<file path="src/rtl/jtag_tap_pkg.sv">
package jtag_tap_pkg;

    typedef enum logic [3:0] {
        ST_RESET    = 4'd0,
        ST_IDLE     = 4'd1,
        ST_SEL_DR   = 4'd2,
        ST_CAP_DR   = 4'd3,
        ST_SHIFT_DR = 4'd4,
        ST_EXIT1_DR = 4'd5,
        ST_PAUSE_DR = 4'd6,
        ST_EXIT2_DR = 4'd7,
        ST_UPD_DR   = 4'd8,
        ST_SEL_IR   = 4'd9,
        ST_CAP_IR   = 4'd10,
        ST_SHIFT_IR = 4'd11,
        ST_EXIT1_IR = 4'd12,
        ST_PAUSE_IR = 4'd13,
        ST_EXIT2_IR = 4'd14,
        ST_UPD_IR   = 4'd15
    } tap_state_e;

    // Successor in the standard TAP graph for a given TMS value.
    function automatic tap_state_e tap_next(input tap_state_e cur, input logic m);
        tap_state_e nxt;
        case (cur)
            ST_RESET:    nxt = m ? ST_RESET    : ST_IDLE;
            ST_IDLE:     nxt = m ? ST_SEL_DR   : ST_IDLE;
            ST_SEL_DR:   nxt = m ? ST_SEL_IR   : ST_CAP_DR;
            ST_CAP_DR:   nxt = m ? ST_EXIT1_DR : ST_SHIFT_DR;
            ST_SHIFT_DR: nxt = m ? ST_EXIT1_DR : ST_SHIFT_DR;
            ST_EXIT1_DR: nxt = m ? ST_UPD_DR   : ST_PAUSE_DR;
            ST_PAUSE_DR: nxt = m ? ST_EXIT2_DR : ST_PAUSE_DR;
            ST_EXIT2_DR: nxt = m ? ST_UPD_DR   : ST_SHIFT_DR;
            ST_UPD_DR:   nxt = m ? ST_SEL_DR   : ST_IDLE;
            ST_SEL_IR:   nxt = m ? ST_RESET    : ST_CAP_IR;
            ST_CAP_IR:   nxt = m ? ST_EXIT1_IR : ST_SHIFT_IR;
            ST_SHIFT_IR: nxt = m ? ST_EXIT1_IR : ST_SHIFT_IR;
            ST_EXIT1_IR: nxt = m ? ST_UPD_IR   : ST_PAUSE_IR;
            ST_PAUSE_IR: nxt = m ? ST_EXIT2_IR : ST_PAUSE_IR;
            ST_EXIT2_IR: nxt = m ? ST_UPD_IR   : ST_SHIFT_IR;
            ST_UPD_IR:   nxt = m ? ST_SEL_DR   : ST_IDLE;
            default:     nxt = ST_RESET;
        endcase
        return nxt;
    endfunction

endpackage

</file>
<file path="src/rtl/jtag_tap_sync.sv">
module jtag_tap_sync #(
    parameter int SYNC_STAGES = 2
) (
    input  logic clk,
    input  logic rst_n,
    input  logic tck,
    input  logic tms,
    input  logic tdi,
    output logic tck_rise,
    output logic tck_fall,
    output logic tms_s,
    output logic tdi_s
);
    localparam int TOP = SYNC_STAGES - 1;

    typedef struct packed {
        logic [TOP:0] tck;
        logic [TOP:0] tms;
        logic [TOP:0] tdi;
        logic         tck_prev;
    } sync_t;

    sync_t s_d, s_q;

    always_comb begin
        s_d          = s_q;
        s_d.tck      = {s_q.tck[TOP-1:0], tck};
        s_d.tms      = {s_q.tms[TOP-1:0], tms};
        s_d.tdi      = {s_q.tdi[TOP-1:0], tdi};
        s_d.tck_prev = s_q.tck[TOP];
    end

    always_ff @(posedge clk or negedge rst_n) begin
        if (!rst_n) s_q <= '0;
        else        s_q <= s_d;
    end

    assign tck_rise = s_q.tck[TOP] & ~s_q.tck_prev;
    assign tck_fall = ~s_q.tck[TOP] & s_q.tck_prev;
    assign tms_s    = s_q.tms[TOP];
    assign tdi_s    = s_q.tdi[TOP];
endmodule

</file>
<file path="src/rtl/jtag_tap_fsm.sv">
module jtag_tap_fsm
    import jtag_tap_pkg::*;
(
    input  logic       clk,
    input  logic       rst_n,
    input  logic       trst_n,
    input  logic       step,
    input  logic       tms_s,
    output tap_state_e state
);
    typedef struct packed {
        tap_state_e st;
    } fsm_t;

    fsm_t f_d, f_q;

    always_comb begin
        f_d = f_q;
        if (!trst_n)   f_d.st = ST_RESET;
        else if (step) f_d.st = tap_next(f_q.st, tms_s);
    end

    always_ff @(posedge clk or negedge rst_n) begin
        if (!rst_n) f_q <= '{st: ST_RESET};
        else        f_q <= f_d;
    end

    assign state = f_q.st;
endmodule

</file>
<file path="src/rtl/jtag_tap_regs.sv">
module jtag_tap_regs
    import jtag_tap_pkg::*;
#(
    parameter int                IR_W      = 4,
    parameter int                ID_W      = 32,
    parameter logic [ID_W-1:0]   ID_VALUE  = 32'h1B2C_3D4F,
    parameter logic [IR_W-1:0]   IDCODE_OP = 4'b0010
) (
    input  logic       clk,
    input  logic       rst_n,
    input  logic       rise,
    input  logic       fall,
    input  logic       tdi_s,
    input  tap_state_e state,
    output logic       tdo,
    output logic       tdo_en
);
    localparam logic [ID_W-1:0] ID_WORD  = ID_VALUE | ID_W'(1);
    localparam logic [IR_W-1:0] IR_CAPT  = IR_W'(1);

    typedef struct packed {
        logic [IR_W-1:0] ir_sh;
        logic [IR_W-1:0] ir;
        logic [ID_W-1:0] id_sh;
        logic            byp;
        logic            tdo;
        logic            tdo_en;
    } regs_t;

    regs_t r_d, r_q;
    logic  sel_id;

    assign sel_id = (r_q.ir == IDCODE_OP);

    always_comb begin
        r_d = r_q;
        if (state == ST_RESET) r_d.ir = IDCODE_OP;
        if (rise) begin
            case (state)
                ST_CAP_IR:   r_d.ir_sh = IR_CAPT;
                ST_SHIFT_IR: r_d.ir_sh = {tdi_s, r_q.ir_sh[IR_W-1:1]};
                ST_UPD_IR:   r_d.ir    = r_q.ir_sh;
                ST_CAP_DR: begin
                    if (sel_id) r_d.id_sh = ID_WORD;
                    else        r_d.byp   = 1'b0;
                end
                ST_SHIFT_DR: begin
                    if (sel_id) r_d.id_sh = {tdi_s, r_q.id_sh[ID_W-1:1]};
                    else        r_d.byp   = tdi_s;
                end
                default: ;
            endcase
        end
        if (fall) begin
            r_d.tdo_en = (state == ST_SHIFT_IR) || (state == ST_SHIFT_DR);
            if (state == ST_SHIFT_IR)      r_d.tdo = r_q.ir_sh[0];
            else if (state == ST_SHIFT_DR) r_d.tdo = sel_id ? r_q.id_sh[0] : r_q.byp;
            else                           r_d.tdo = 1'b0;
        end
    end

    always_ff @(posedge clk or negedge rst_n) begin
        if (!rst_n) begin
            r_q        <= '0;
            r_q.ir     <= IDCODE_OP;
            r_q.ir_sh  <= IR_CAPT;
        end else begin
            r_q <= r_d;
        end
    end

    assign tdo    = r_q.tdo;
    assign tdo_en = r_q.tdo_en;
endmodule

</file>
<file path="src/rtl/jtag_tap_ctrl.sv">
module jtag_tap_ctrl
    import jtag_tap_pkg::*;
#(
    parameter int                SYNC_STAGES = 2,
    parameter int                IR_W        = 4,
    parameter int                ID_W        = 32,
    parameter logic [ID_W-1:0]   ID_VALUE    = 32'h1B2C_3D4F,
    parameter logic [IR_W-1:0]   IDCODE_OP   = 4'b0010
) (
    input  logic clk,
    input  logic rst_n,
    input  logic tck,
    input  logic tms,
    input  logic tdi,
    input  logic trst_n,
    output logic tdo,
    output logic tdo_en,
    output logic capture_dr
);
    logic       tck_rise, tck_fall, tms_s, tdi_s;
    tap_state_e tap_state;

    jtag_tap_sync #(.SYNC_STAGES(SYNC_STAGES)) u_sync (
        .clk(clk), .rst_n(rst_n), .tck(tck), .tms(tms), .tdi(tdi),
        .tck_rise(tck_rise), .tck_fall(tck_fall), .tms_s(tms_s), .tdi_s(tdi_s)
    );

    jtag_tap_fsm u_fsm (
        .clk(clk), .rst_n(rst_n), .trst_n(trst_n), .step(tck_rise),
        .tms_s(tms_s), .state(tap_state)
    );

    jtag_tap_regs #(
        .IR_W(IR_W), .ID_W(ID_W), .ID_VALUE(ID_VALUE), .IDCODE_OP(IDCODE_OP)
    ) u_regs (
        .clk(clk), .rst_n(rst_n), .rise(tck_rise), .fall(tck_fall),
        .tdi_s(tdi_s), .state(tap_state), .tdo(tdo), .tdo_en(tdo_en)
    );

    assign capture_dr = (tap_state == ST_CAP_DR);
endmodule

</file>
<file path="config.mk">
export PLATFORM = sky130hd
export DESIGN_NAME = jtag_tap_ctrl
export DESIGN_NICKNAME = d
export VERILOG_FILES = /design/src/rtl/jtag_tap_pkg.sv /design/src/rtl/jtag_tap_sync.sv /design/src/rtl/jtag_tap_fsm.sv /design/src/rtl/jtag_tap_regs.sv /design/src/rtl/jtag_tap_ctrl.sv
export SDC_FILE = /design/constraint.sdc
export NUM_CORES = 1
export LEC_CHECK = 0
export CAP_MARGIN = 25
export CELL_PAD_IN_SITES_DETAIL_PLACEMENT = 1
export CELL_PAD_IN_SITES_GLOBAL_PLACEMENT = 2
export CORE_ASPECT_RATIO = 1.25
export CORE_MARGIN = 5
export CORE_UTILIZATION = 34
export DETAILED_ROUTE_END_ITERATION = 10
export PLACE_DENSITY = 0.71
export SLEW_MARGIN = 10
export SYNTH_ARGS = -nofsm -noshare
export SYNTH_HDL_FRONTEND = slang
export SYNTH_SLANG_ARGS = --single-unit
</file>
<file path="constraint.sdc">
create_clock -name clk -period 1.6 [get_ports clk]
set_input_delay 0.4 -clock clk [delete_from_list [all_inputs] [get_ports clk]]
set_output_delay 0.4 -clock clk [all_outputs]
set_load 0.01 [all_outputs]
</file>
# [Yosys cells after proc, flatten, opt, wreduce, memory -nomap -nowiden]
# Index checks and enable logic that the tools add are counted.
[word_totals] out_inout_bits=3 ff_bits=54
[op_classes] n_reduce_logical=10 n_mux=27 eq_ne=21 bitwise=4
[ops] op="33-bit case mux with 2 select lines" count=1
[ops] op="32-bit two-way mux" count=2
[ops] op="4-bit case mux with 12 select lines" count=1
[ops] op="37-bit two-way mux" count=1
[ops] op="4-bit equality test, second input constant" count=8
[ops] op="4-bit two-way mux" count=8
[ops] op="4-bit by 3-bit equality test with 1-bit output, second input constant" count=4
[ops] op="4-bit by 2-bit equality test with 1-bit output, second input constant" count=3
[ops] op="1-bit two-way mux" count=8
[ops] op="4-bit case mux with 2 select lines" count=1
[ops] op="4-bit AND reduction" count=2
[ops] op="2-bit two-way mux" count=3
[ops] op="3-bit two-way mux" count=2
[ops] op="2-bit by 1-bit != test with 1-bit output, second input constant" count=3
[ops] op="4-bit by 1-bit equality test with 1-bit output, second input constant" count=1
[ops] op="4-bit zero test" count=1
[ops] op="2-bit != test, second input constant" count=2
[ops] op="2-bit nonzero test" count=2
[ops] op="2-bit OR reduction" count=2
[ops] op="3-bit OR reduction" count=1
[ops] op="1-bit bitwise AND" count=2
[ops] op="1-bit inverter" count=2
[ops] op="2-bit AND reduction" count=1
[ops] op="1-bit logical OR" count=1

# [Longest topological paths before layout]
# Gate-level depths: netlist of the first run.
[depth] depth_word=5 mapped_depth=7

# [Cells and area by module]
# From an unflattened synthesis of the first run, not the netlist that was laid out.
[unflattened] cells_unflattened=216 hier_area_um2=2524.9
[by_module_without_submodules] mod="jtag_tap_regs" area_per_inst_um2=1939.4 seq_area_each_um2=1078.5 cells_per_inst=163 instances=1
[by_module_without_submodules] mod="jtag_tap_fsm" area_per_inst_um2=382.9 seq_area_each_um2=100.1 cells_per_inst=43 instances=1
[by_module_without_submodules] mod="jtag_tap_sync" area_per_inst_um2=190.2 seq_area_each_um2=175.2 cells_per_inst=9 instances=1
[by_module_without_submodules] mod="jtag_tap_ctrl" area_per_inst_um2=12.5 seq_area_each_um2=0.0 cells_per_inst=1 instances=1

# [Worst setup path after synthesis of the first run]
# Ideal clock, no wire load.
[synth_path] path_type="register to register" from="register u_fsm.f_q, in the netlist u_fsm.state[2]" to="register u_regs.r_q[2] in the netlist's numbering" setup_slack_ns=0.019 path_stages_with_launch=6 path_buffers=1 setup_ns=0.127 t_arrival_ns=1.453 period_less_slack_ns=1.581 path_cell_list="dfrtp_1 > buf_6 > and3b_1 > nor2_1 > or4_1 > mux2_1"
[synth_via] elab_chain_cells=3
[synth_rtl] element="start: declaration" line_no="jtag_tap_fsm.sv:15" source="fsm_t f_d, f_q;"
[synth_rtl] element="start signal: assignment" line_no="jtag_tap_fsm.sv:24" source="if (!rst_n) f_q <= '{st: ST_RESET};"
[synth_rtl] element="4-bit by 3-bit equality test with 1-bit output or 4-bit by 2-bit equality test with 1-bit output (tied branches)" line_no="jtag_tap_regs.sv:39" source="case (state)"
[synth_rtl] element="2-bit != test (no line) or 2-bit nonzero test (tied branches)"
[synth_rtl] element="4-bit AND reduction (no line)"
[synth_rtl] element="end signal: assignment" line_no="jtag_tap_regs.sv:68" source="r_q <= r_d;"
[synth_rtl] element="end: declaration" line_no="jtag_tap_regs.sv:30" source="regs_t r_d, r_q;"
# Several ways; a longest one is shown, not always the timed one.
# A chain may end at the register's enable or synchronous reset.

# [Worst setup path after layout of the first run]
[layout_path] from="register u_fsm.f_q, in the netlist u_fsm.state[0]" to="register u_regs.r_q[6] in the netlist's numbering"
[layout_via] elab_chain_cells=3
[layout_rtl] element="4-bit by 3-bit equality test with 1-bit output or 4-bit by 2-bit equality test with 1-bit output (tied branches)" line_no="jtag_tap_regs.sv:39"
[layout_rtl] element="2-bit by 1-bit != test with 1-bit output (no line) or 2-bit nonzero test (tied branches)"
[layout_rtl] element="4-bit AND reduction (no line)"
# Several ways; a longest one is shown, not always the timed one.

==> results of run 1 <==
[worst max-delay path, cell delays in order (launching register included)]
cell	delay, ns
dfrtp_1	0.41
buf_6	0.14
and3b_1	0.20
buf_6	0.12
o2111ai_4	0.23
buf_6	0.19
clkbuf_16	0.16
nand2_1	0.06
o21ai_1	0.10
[stage by stage]
stage	setup WS [ns]	std cells	instance area, um2	power [mW]	TNS [ns]
2_1_floorplan	0.0195	254	2350	1.54	0
3_3_place_gp	0.0382	359	2680	1.64	0
3_5_place_dp	-0.0195	359	2680	1.64	-0.0316
4_1_cts	-0.0598	373	2860	2.56	-1.62
5_1_grt	-0.157	381	3040	2.66	-3.13
6_report	-0.0900	381	3040	2.53	-0.926
[sequential cells by signal, summed over array words and instances, names as in the netlist]
register	count
u_regs.r_q	41
u_fsm.state	4
u_sync.s_d	4
u_regs.tdo_en	1
u_sync.tms_s	1
u_sync.s_q	1
u_regs.tdo	1
u_sync.tdi_s	1
[layout by cell type (no fill, tap or decap), types with 2 or more instances in the layout]
master            n
a31oi_1           5
nand2_1          65
buf_12            3
clkbuf_1          2
o21ai_0          18
clkbuf_8          5
dlygate4sd2_1     2
nand2b_1          2
nor2b_1           2
clkdlybuf4s50_1   4
dfstp_2           2
clkbuf_16         4
dfrtp_1          52
mux2_2            2
o21ai_1          27
nor2_1           23
nor3_1            2
buf_2             2
buf_4            22
nand3_1           3
buf_6             6
a21oi_1           7
inv_1             2
[synth_stat cells, types with 3 or more instances]
library cell and instances:
nand2_1 66, dfrtp_1 52, o21ai_0 44, nor2_1 24, buf_2 8, a21oi_1 7, clkbuf_1 6, a31oi_1 5
nand3_1 3, nor2b_1 3, nor3_1 3
[path summary, 6_finish.rpt]
check	cells past startpoint	startpoint	slack, ns	end
setup / recovery	8	u_fsm.state[0]$_DFFE_PN0P_	-0.09	u_regs.r_q[6]$_DFFE_PN0P_
hold / removal	0	u_sync.s_d[4]$_DFF_PN0_	0.36	u_sync.tms_s$_DFF_PN0_
setup reg to reg	8	u_fsm.state[0]$_DFFE_PN0P_	-0.09	u_regs.r_q[6]$_DFFE_PN0P_
min in group asynchronous	2	rst_n	0.46	u_regs.r_q[42]$_DFFE_PN0P_
hold reg to reg	0	u_sync.s_d[4]$_DFF_PN0_	0.36	u_sync.tms_s$_DFF_PN0_
max in group asynchronous	3	rst_n	0.59	u_regs.r_q[36]$_DFF_PN1_
[layer usage]
layer	wire (um)	track usage
met1	2640	0.177
met2	3180	0.236
met3	120	0.0272
met4	127	0.0560
met5	0	0
[timing repair]
| item | 4_1_cts | 5_1_grt |
|---|---|---|
| hold buffers | 1 | 0 |
| setup buffers | 4 | 2 |
| pin swaps | 1 | 3 |
| resized for setup | 9 | 39 |
| gates cloned | 1 | 6 |
| endpoints found under the hold margin | 6 | 0 |
| setup endpoints to repair | 4 | 39 |
[area by class of cell]
cell class                 count  area (um2)  area share
tap                           90         113      0.0371
clock buffer                   7        76.3      0.0251
inverter                       3        11.3     0.00371
clock inverter                 1        30.0     0.00988
sequential                    54        1350       0.445
timing repair buffer          46         513       0.169
multi-input combinational    180         942       0.310
[cell families (layout without fill, tap and decap cells)]
family / Yosys count / in the layout / synth area share
flops: 54 / 54 / 0.576
buf+inv: 20 / 57 / 0.0426
simple gates: 109 / 109 / 0.199
mux: 3 / 3 / 0.0144
compound gates: 67 / 67 / 0.164
xor+xnor: 1 / 1 / 0.00373
[where the power goes]
group / total [mW] / internal [mW] / switching (mW)
Clock: 0.907 / 0.469 / 0.438
Combinational: 0.183 / 0.0810 / 0.102
Sequential: 1.44 / 1.41 / 0.0274
==> run summary, run 1 <==
outcome -> finished, violations left
failing checks -> setup timing
detail-routed via count per cell -> 5.06
routed vias -> 1927
Residual DRC -> 0
post-synth top area share -> 0.554
port buffer count -> 8
CP max FO -> 8
FF+latch count, synth -> 54
Critical Path End Type -> register
FP Rows -> 34
Cells after Synth -> 254
Final Hold Viols -> 0
setup ws final -> -0.0900 ns
Peak VDD IR -> 0.560 mV
count of cell types in the netlist -> 39
initial antenna violation count -> 0
WHS -> 0.358 ns
Layout area overhead -> 29.4%
Final period util -> 1.06
worst slew pin tran -> 0.331 ns
CP arrival -> 1.92 ns
Final Setup Violations -> 30
largest net degree at the start of global routing -> 48
gpl congestion -> 0.724
number of synthesized flops with an enable pin -> 0
routed wire length per instance -> 15.9 um
Skew-Pair Late Insertion Delay -> 0.31 ns
# nets final -> 296
initial core utilization -> 0.343
maximum clock insertion buffer count -> 2
die area -> 8680 um2
startpoint types -> register
Tmin final -> 1.69 ns
fin. max-slew vios -> 0
power per standard cell area -> 832 nW/um2
CORE AREA -> 6850 um2
First-pass DRT Iterations -> 4
Yosys top cell by area -> dfrtp_1
Seq/Total Area, Yosys -> 0.576
leak pwr -> 1.40 nW
Synth area leaders -> dfrtp_1 (55%), nand2_1 (11%), o21ai_0 (9.4%)
die height -> 103 um
Root Buffer -> clkbuf_8
antenna diode count -> 0
first-pass GRT wire length -> 9750 um
fmax -> 592 MHz
# clock sinks -> 54
HP Class -> register to register
# IOs -> 9
worst clock skew -> 0.00707 ns
max-cap viol count -> 0
max_slew headroom -> 0.779
CP required -> 1.83 ns
Mean Syn Cell Area -> 9.25 um2
syn nets -> 260
Fillers -> 785
final antenna-violating net count -> 0
CTS tree -> built
yosys synthesis warning count -> 0
final WL -> 6060 um
clock-pin slew on the worst setup and hold paths -> 0.09 ns
Top FF cell, synth -> dfrtp_1
final core occ -> 0.444
TritonCTS Buffers -> 5
die width -> 84.3 um
hpwl dp -> 3520 um
Async SR Flop Fraction -> 1.00
unrepaired setup endpoints after global routing -> true
Post-Synthesis Cell Area -> 2350 um2
layout cells sized above 1 -> 0.203
Starting DRT DRC Count -> 54
total track usage -> 0.140
H-tree levels -> 2
vias in the first global route -> 2011
CP Class -> register to register
gr ovfl total -> 0
No activity file was read; power rests on OpenSTA's default activity.
==> run 2, diff against run 1 <==
- CAP_MARGIN: 25 -> default
- CTS_CLUSTER_SIZE: default -> 28
- MAX_ROUTING_LAYER: default -> met4
==> run 2 against run 1 <==
The flow still finishes with violations (setup timing). Total power is 0.45% higher. Cell area decreased by 0.12%. Sequential cell count is the same. Count of clock-buffer cells in the layout unchanged. Setup slack improved by 0.041 ns. Clock skew rose by 0.0033 ns. Global-route usage is 0.41 points higher. Non-clock buffer count did not move. Utilization down 0.055 points. Critical endpoint is now u_regs.r_q[11]$_DFFE_PN0P_. Largest cell class unchanged.
==> run summary, run 2 (synthesis results as in run 1) <==
gpl congestion -> 0.732
hpwl dp -> 3520 um
switching part of the total -> 0.228
HP Class -> register to register
FP Rows -> 34
Reg with most FFs -> u_regs.r_q
Layout area overhead -> 29.2%
Sequential Power Share -> 0.566
most frequent cells in the layout -> nand2_1 (65), dfrtp_1 (52), o21ai_1 (27)
Starting DRT DRC Count -> 46
routed vias -> 1937
H-tree levels -> 2
P_sw -> 579 uW
# nets final -> 296
die area -> 8680 um2
first-pass GRT wire length -> 9720 um
startpoint types -> register
Critical Path End Type -> register
power per standard cell area -> 836 nW/um2
die height -> 103 um
initial antenna violation count -> 0
clock-pin slew on the worst setup and hold paths -> 0.10 ns
combinational fraction of design power -> 0.072
max_slew headroom -> 0.784
worst slew pin tran -> 0.324 ns
setup ws final -> -0.0488 ns
TritonCTS Buffers -> 5
maximum clock insertion buffer count -> 2
# clock sinks -> 54
Skew-Pair Late Insertion Delay -> 0.31 ns
Total Power -> 2.54 mW
unrepaired setup endpoints after global routing -> true
antenna diode count -> 0
layout cells sized above 1 -> 0.203
detail-routed via count per cell -> 5.08
port buffer count -> 8
final WL -> 6060 um
CP arrival -> 1.89 ns
Pint -> 1.96 mW
Tmin final -> 1.65 ns
gr ovfl total -> 0
leak pwr -> 1.40 nW
fin. max-slew vios -> 0
CTS tree -> built
total track usage -> 0.144
Residual DRC -> 0
dpl ws -> -0.0195 ns
# IOs -> 9
fmax -> 607 MHz
failing checks -> setup timing
Clock Power Share -> 0.362
initial core utilization -> 0.343
Final Hold Viols -> 0
die width -> 84.3 um
max-cap viol count -> 0
CP Class -> register to register
First-pass DRT Iterations -> 4
routed wire length per instance -> 15.9 um
CP max FO -> 8
largest net degree at the start of global routing -> 48
CORE AREA -> 6850 um2
outcome -> finished, violations left
CP required -> 1.84 ns
Final period util -> 1.03
final antenna-violating net count -> 0
vias in the first global route -> 2010
worst clock skew -> 0.0104 ns
commonest non-fill, non-tap cell in the layout -> nand2_1
Peak VDD IR -> 0.495 mV
Final Setup Violations -> 29
max reg flops -> 41
Root Buffer -> clkbuf_8
Fillers -> 787
-- run 2: layer usage --
layer | vias to the layer above | GRT usage | wire length, um
met5 | - | - | 0
met4 | 0 | 0.0560 | 124
met3 | 11 | 0.0272 | 104
met2 | 13 | 0.235 | 3200
met1 | 988 | 0.177 | 2630
li1 | 925 | - | -
-- run 2: final timing paths --
check / startpoint / end / slack [ns] / depth (start not counted)
min in group asynchronous: rst_n / u_regs.r_q[42]$_DFFE_PN0P_ / 0.47 / 2
worst max-delay path: u_fsm.state[0]$_DFFE_PN0P_ / u_regs.r_q[11]$_DFFE_PN0P_ / -0.05 / 8
max in group asynchronous: rst_n / u_regs.r_q[36]$_DFF_PN1_ / 0.58 / 3
worst min-delay path: u_sync.s_d[4]$_DFF_PN0_ / u_sync.tms_s$_DFF_PN0_ / 0.36 / 0
worst min register to register: u_sync.s_d[4]$_DFF_PN0_ / u_sync.tms_s$_DFF_PN0_ / 0.36 / 0
worst max register to register: u_fsm.state[0]$_DFFE_PN0P_ / u_regs.r_q[11]$_DFFE_PN0P_ / -0.05 / 8
-- run 2: stage by stage --
| step | hold WS, ns | utilization | cell area, um2 | instances | TNS, ns |
|---|---|---|---|---|---|
| CTS | 0.360 | 0.417 | 2860 | 373 | -1.62 |
| floorplan | 0.104 | - | 2350 | 254 | 0 |
| detailed placement | 0.267 | 0.391 | 2680 | 359 | -0.0316 |
| global route | 0.377 | 0.443 | 3040 | 381 | -2.70 |
| finish | 0.358 | 0.443 | 3040 | 381 | -0.635 |
| global placement | 0.265 | 0.391 | 2680 | 359 | 0 |
-- run 2: power groups by stage --
stage	clock network (mW)	registers, mW	logic [mW]
after CTS	0.947	1.44	0.180
after global placement	0	1.46	0.173
after global routing	1.02	1.44	0.208
after floorplan	0	1.46	0.0772
after detailed placement	0	1.47	0.175
final	0.918	1.44	0.183
-- run 2: cell type report --
| class | instances | area [um2] | area share |
|---|---|---|---|
| clock buffers | 7 | 76.3 | 0.0251 |
| flip-flops and latches | 54 | 1350 | 0.446 |
| repair buffers | 46 | 509 | 0.168 |
| multi-input cells | 180 | 942 | 0.310 |
| inverters | 3 | 11.3 | 0.00371 |
| clock inverters | 1 | 30.0 | 0.00989 |
| well taps | 90 | 113 | 0.0371 |
-- run 2: timing repair --
item,in CTS,in global routing
gates resized for setup,9,38
pin swaps,1,3
endpoints found under the setup margin,4,39
cloned,1,6
endpoints found under the hold margin,6,0
buffers inserted,4,2
hold buffers,1,0
-- run 2: worst max-delay path: stages, from the launching register on --
cell and delay (ns):
dfrtp_1 0.41, buf_6 0.14, and3b_1 0.20, buf_6 0.12, o2111ai_4 0.23, buf_6 0.19, clkbuf_16 0.16, nand2_1 0.06
o21ai_1 0.08
==> run 3, diff against run 2 <==
- CORE_UTILIZATION: 34 -> 36
- DONT_BUFFER_PORTS: default -> 1
==> run 3 against run 2 <==
The flow finishes with violations (hold timing, setup timing). Non-clock buffer count shrank 19. Setup slack worse by 0.0065 ns. Clock power down 15%. Final cell count decreased by 5.8%. Utilization is 1.3 points lower. Combinational power fell by 34%. First-iteration DRC count fell by 13%. Largest cell class unchanged. Highest routed layer unchanged.
==> run summary, run 3 (synthesis results as in run 1) <==
outcome -> finished, violations left
failing checks -> hold timing, setup timing
Final Hold Viols -> 54
CP Class -> register to register
WHS -> -0.217 ns
largest net degree at the start of global routing -> 55
Reg area -> 1360 um2
# IOs -> 9
initial antenna violation count -> 0
flop2flop setup slack -> -0.06 ns
H-tree levels -> 2
max_slew headroom -> 0.793
Post-Layout Cell Count -> 359
power per standard cell area -> 845 nW/um2
design area -> 2770 um2
unrepaired setup endpoints after global routing -> true
Largest stage delay, worst path -> 0.45 ns
Worst R2R Start -> u_fsm.state[0]$_DFFE_PN0P_
CP max FO -> 4
max-cap viol count -> 0
final antenna-violating net count -> 0
initial core utilization -> 0.365
fin. max-slew vios -> 0
hpwl dp -> 3540 um
vias in the first global route -> 1832
final WL -> 5200 um
CP Buf/Inv Count -> 1
routed wire length per instance -> 14.5 um
antenna diode count -> 0
CP required -> 1.79 ns
Total Power -> 2.34 mW
dpl ws -> -0.0107 ns
maximum clock insertion buffer count -> 2
commonest non-fill, non-tap cell in the layout -> nand2_1
critical path depth -> 5
clock-pin slew on the worst setup and hold paths -> 0.09 ns
CP arrival -> 1.85 ns
Worst R2R End -> u_regs.r_q[2]$_DFFE_PN0P_
TritonCTS Buffers -> 5
Slowest cell on crit path -> dfrtp_2
beginning of the critical path -> u_fsm.state[0]$_DFFE_PN0P_
Tmin final -> 1.66 ns
Layout area overhead -> 18.0%
die width -> 82.2 um
First-pass DRT Iterations -> 4
Worst Reg-to-Reg Cells -> 5
startpoint types -> register
gr ovfl total -> 0
FP Rows -> 33
CP cell instances -> buf_6, nor3b_2, nor2_1, or4_4, mux2_4
leak pwr -> 1.26 nW
HP Class -> input pin to asynchronous set/reset pin
total track usage -> 0.147
Root Buffer -> clkbuf_8
first-pass GRT wire length -> 9050 um
CTS tree -> built
CP endpoint -> u_regs.r_q[2]$_DFFE_PN0P_
Final Setup Violations -> 2
die height -> 100 um
detail-routed via count per cell -> 4.87
CORE AREA -> 6440 um2
Peak VDD IR -> 0.343 mV
Residual DRC -> 0
Critical Path End Type -> register
Fillers -> 758
Skew-Pair Late Insertion Delay -> 0.30 ns
most frequent cells in the layout -> nand2_1 (65), dfrtp_1 (50), o21ai_0 (27)
Starting DRT DRC Count -> 40
# clock sinks -> 54
worst slew pin tran -> 0.310 ns
Largest delay share family, worst path -> simple AND/OR/NAND/NOR gates
Placed Area -> 2590 um2
routed vias -> 1747
fmax -> 604 MHz
setup ws final -> -0.0553 ns
Reg with most FFs -> u_regs.r_q
gpl congestion -> 0.767
port buffer count -> 0
placed cells -> 347
worst clock skew -> 0.00433 ns
Multi-input gate area -> 937 um2
layout cells sized above 1 -> 0.188
Final period util -> 1.03
# nets final -> 277
max reg flops -> 41
final core occ -> 0.430
die area -> 8250 um2
[run 3: repair_timing]
| action | in CTS | in global routing |
|---|---|---|
| endpoints found under the hold margin | 54 | 54 |
| gates cloned | 0 | 0 |
| gates resized for setup | 28 | 6 |
| pin swaps | 2 | 0 |
| buffers inserted | 2 | 2 |
| setup endpoints to repair | 4 | 38 |
[run 3: through the flow]
stage | setup TNS [ns] | hold WS, ns
6_report | -0.0793 | -0.217
3_5_place_dp | -0.0107 | 0.107
3_3_place_gp | 0 | 0.107
5_1_grt | -2.85 | -0.250
2_1_floorplan | 0 | 0.104
4_1_cts | -0.215 | -0.237
[run 3: power by group]
part           switching, mW  internal, mW  total [mW]
clock network          0.426         0.350       0.776
logic                 0.0648        0.0562       0.121
registers             0.0332          1.41        1.44
[run 3: metal layers]
layer,routed length (um),part of all wire,up-vias,GRT usage
met2,2680,0.52,14,0.235
met1,2310,0.44,845,0.181
li1,-,-,883,-
met3,134,0.026,5,0.0287
met4,80,0.015,0,0.0588
met5,0,0,-,-
[run 3: layout make-up]
type	count	share of cell area
clock buffer	7	0.0312
tap	87	0.0393
inverter	3	0.00406
clock inverter	1	0.00181
sequential	54	0.489
timing repair buffer	27	0.0962
multi-input combinational	180	0.338
[run 3: worst min path at each step]
stage | slack (ns) | endpoint | start | cells past startpoint
2_1_floorplan | 0.10 | u_fsm.state[0]$_DFFE_PN0P_ | rst_n | 0
3_3_place_gp | 0.11 | u_regs.r_q[41]$_DFFE_PN0P_ | rst_n | 0
3_5_place_dp | 0.11 | u_regs.r_q[41]$_DFFE_PN0P_ | rst_n | 0
4_1_cts | -0.24 | u_regs.r_q[29]$_DFFE_PN0P_ | rst_n | 0
5_1_grt | -0.25 | u_regs.r_q[30]$_DFFE_PN0P_ | rst_n | 0
6_report | -0.22 | u_regs.r_q[41]$_DFFE_PN0P_ | rst_n | 0
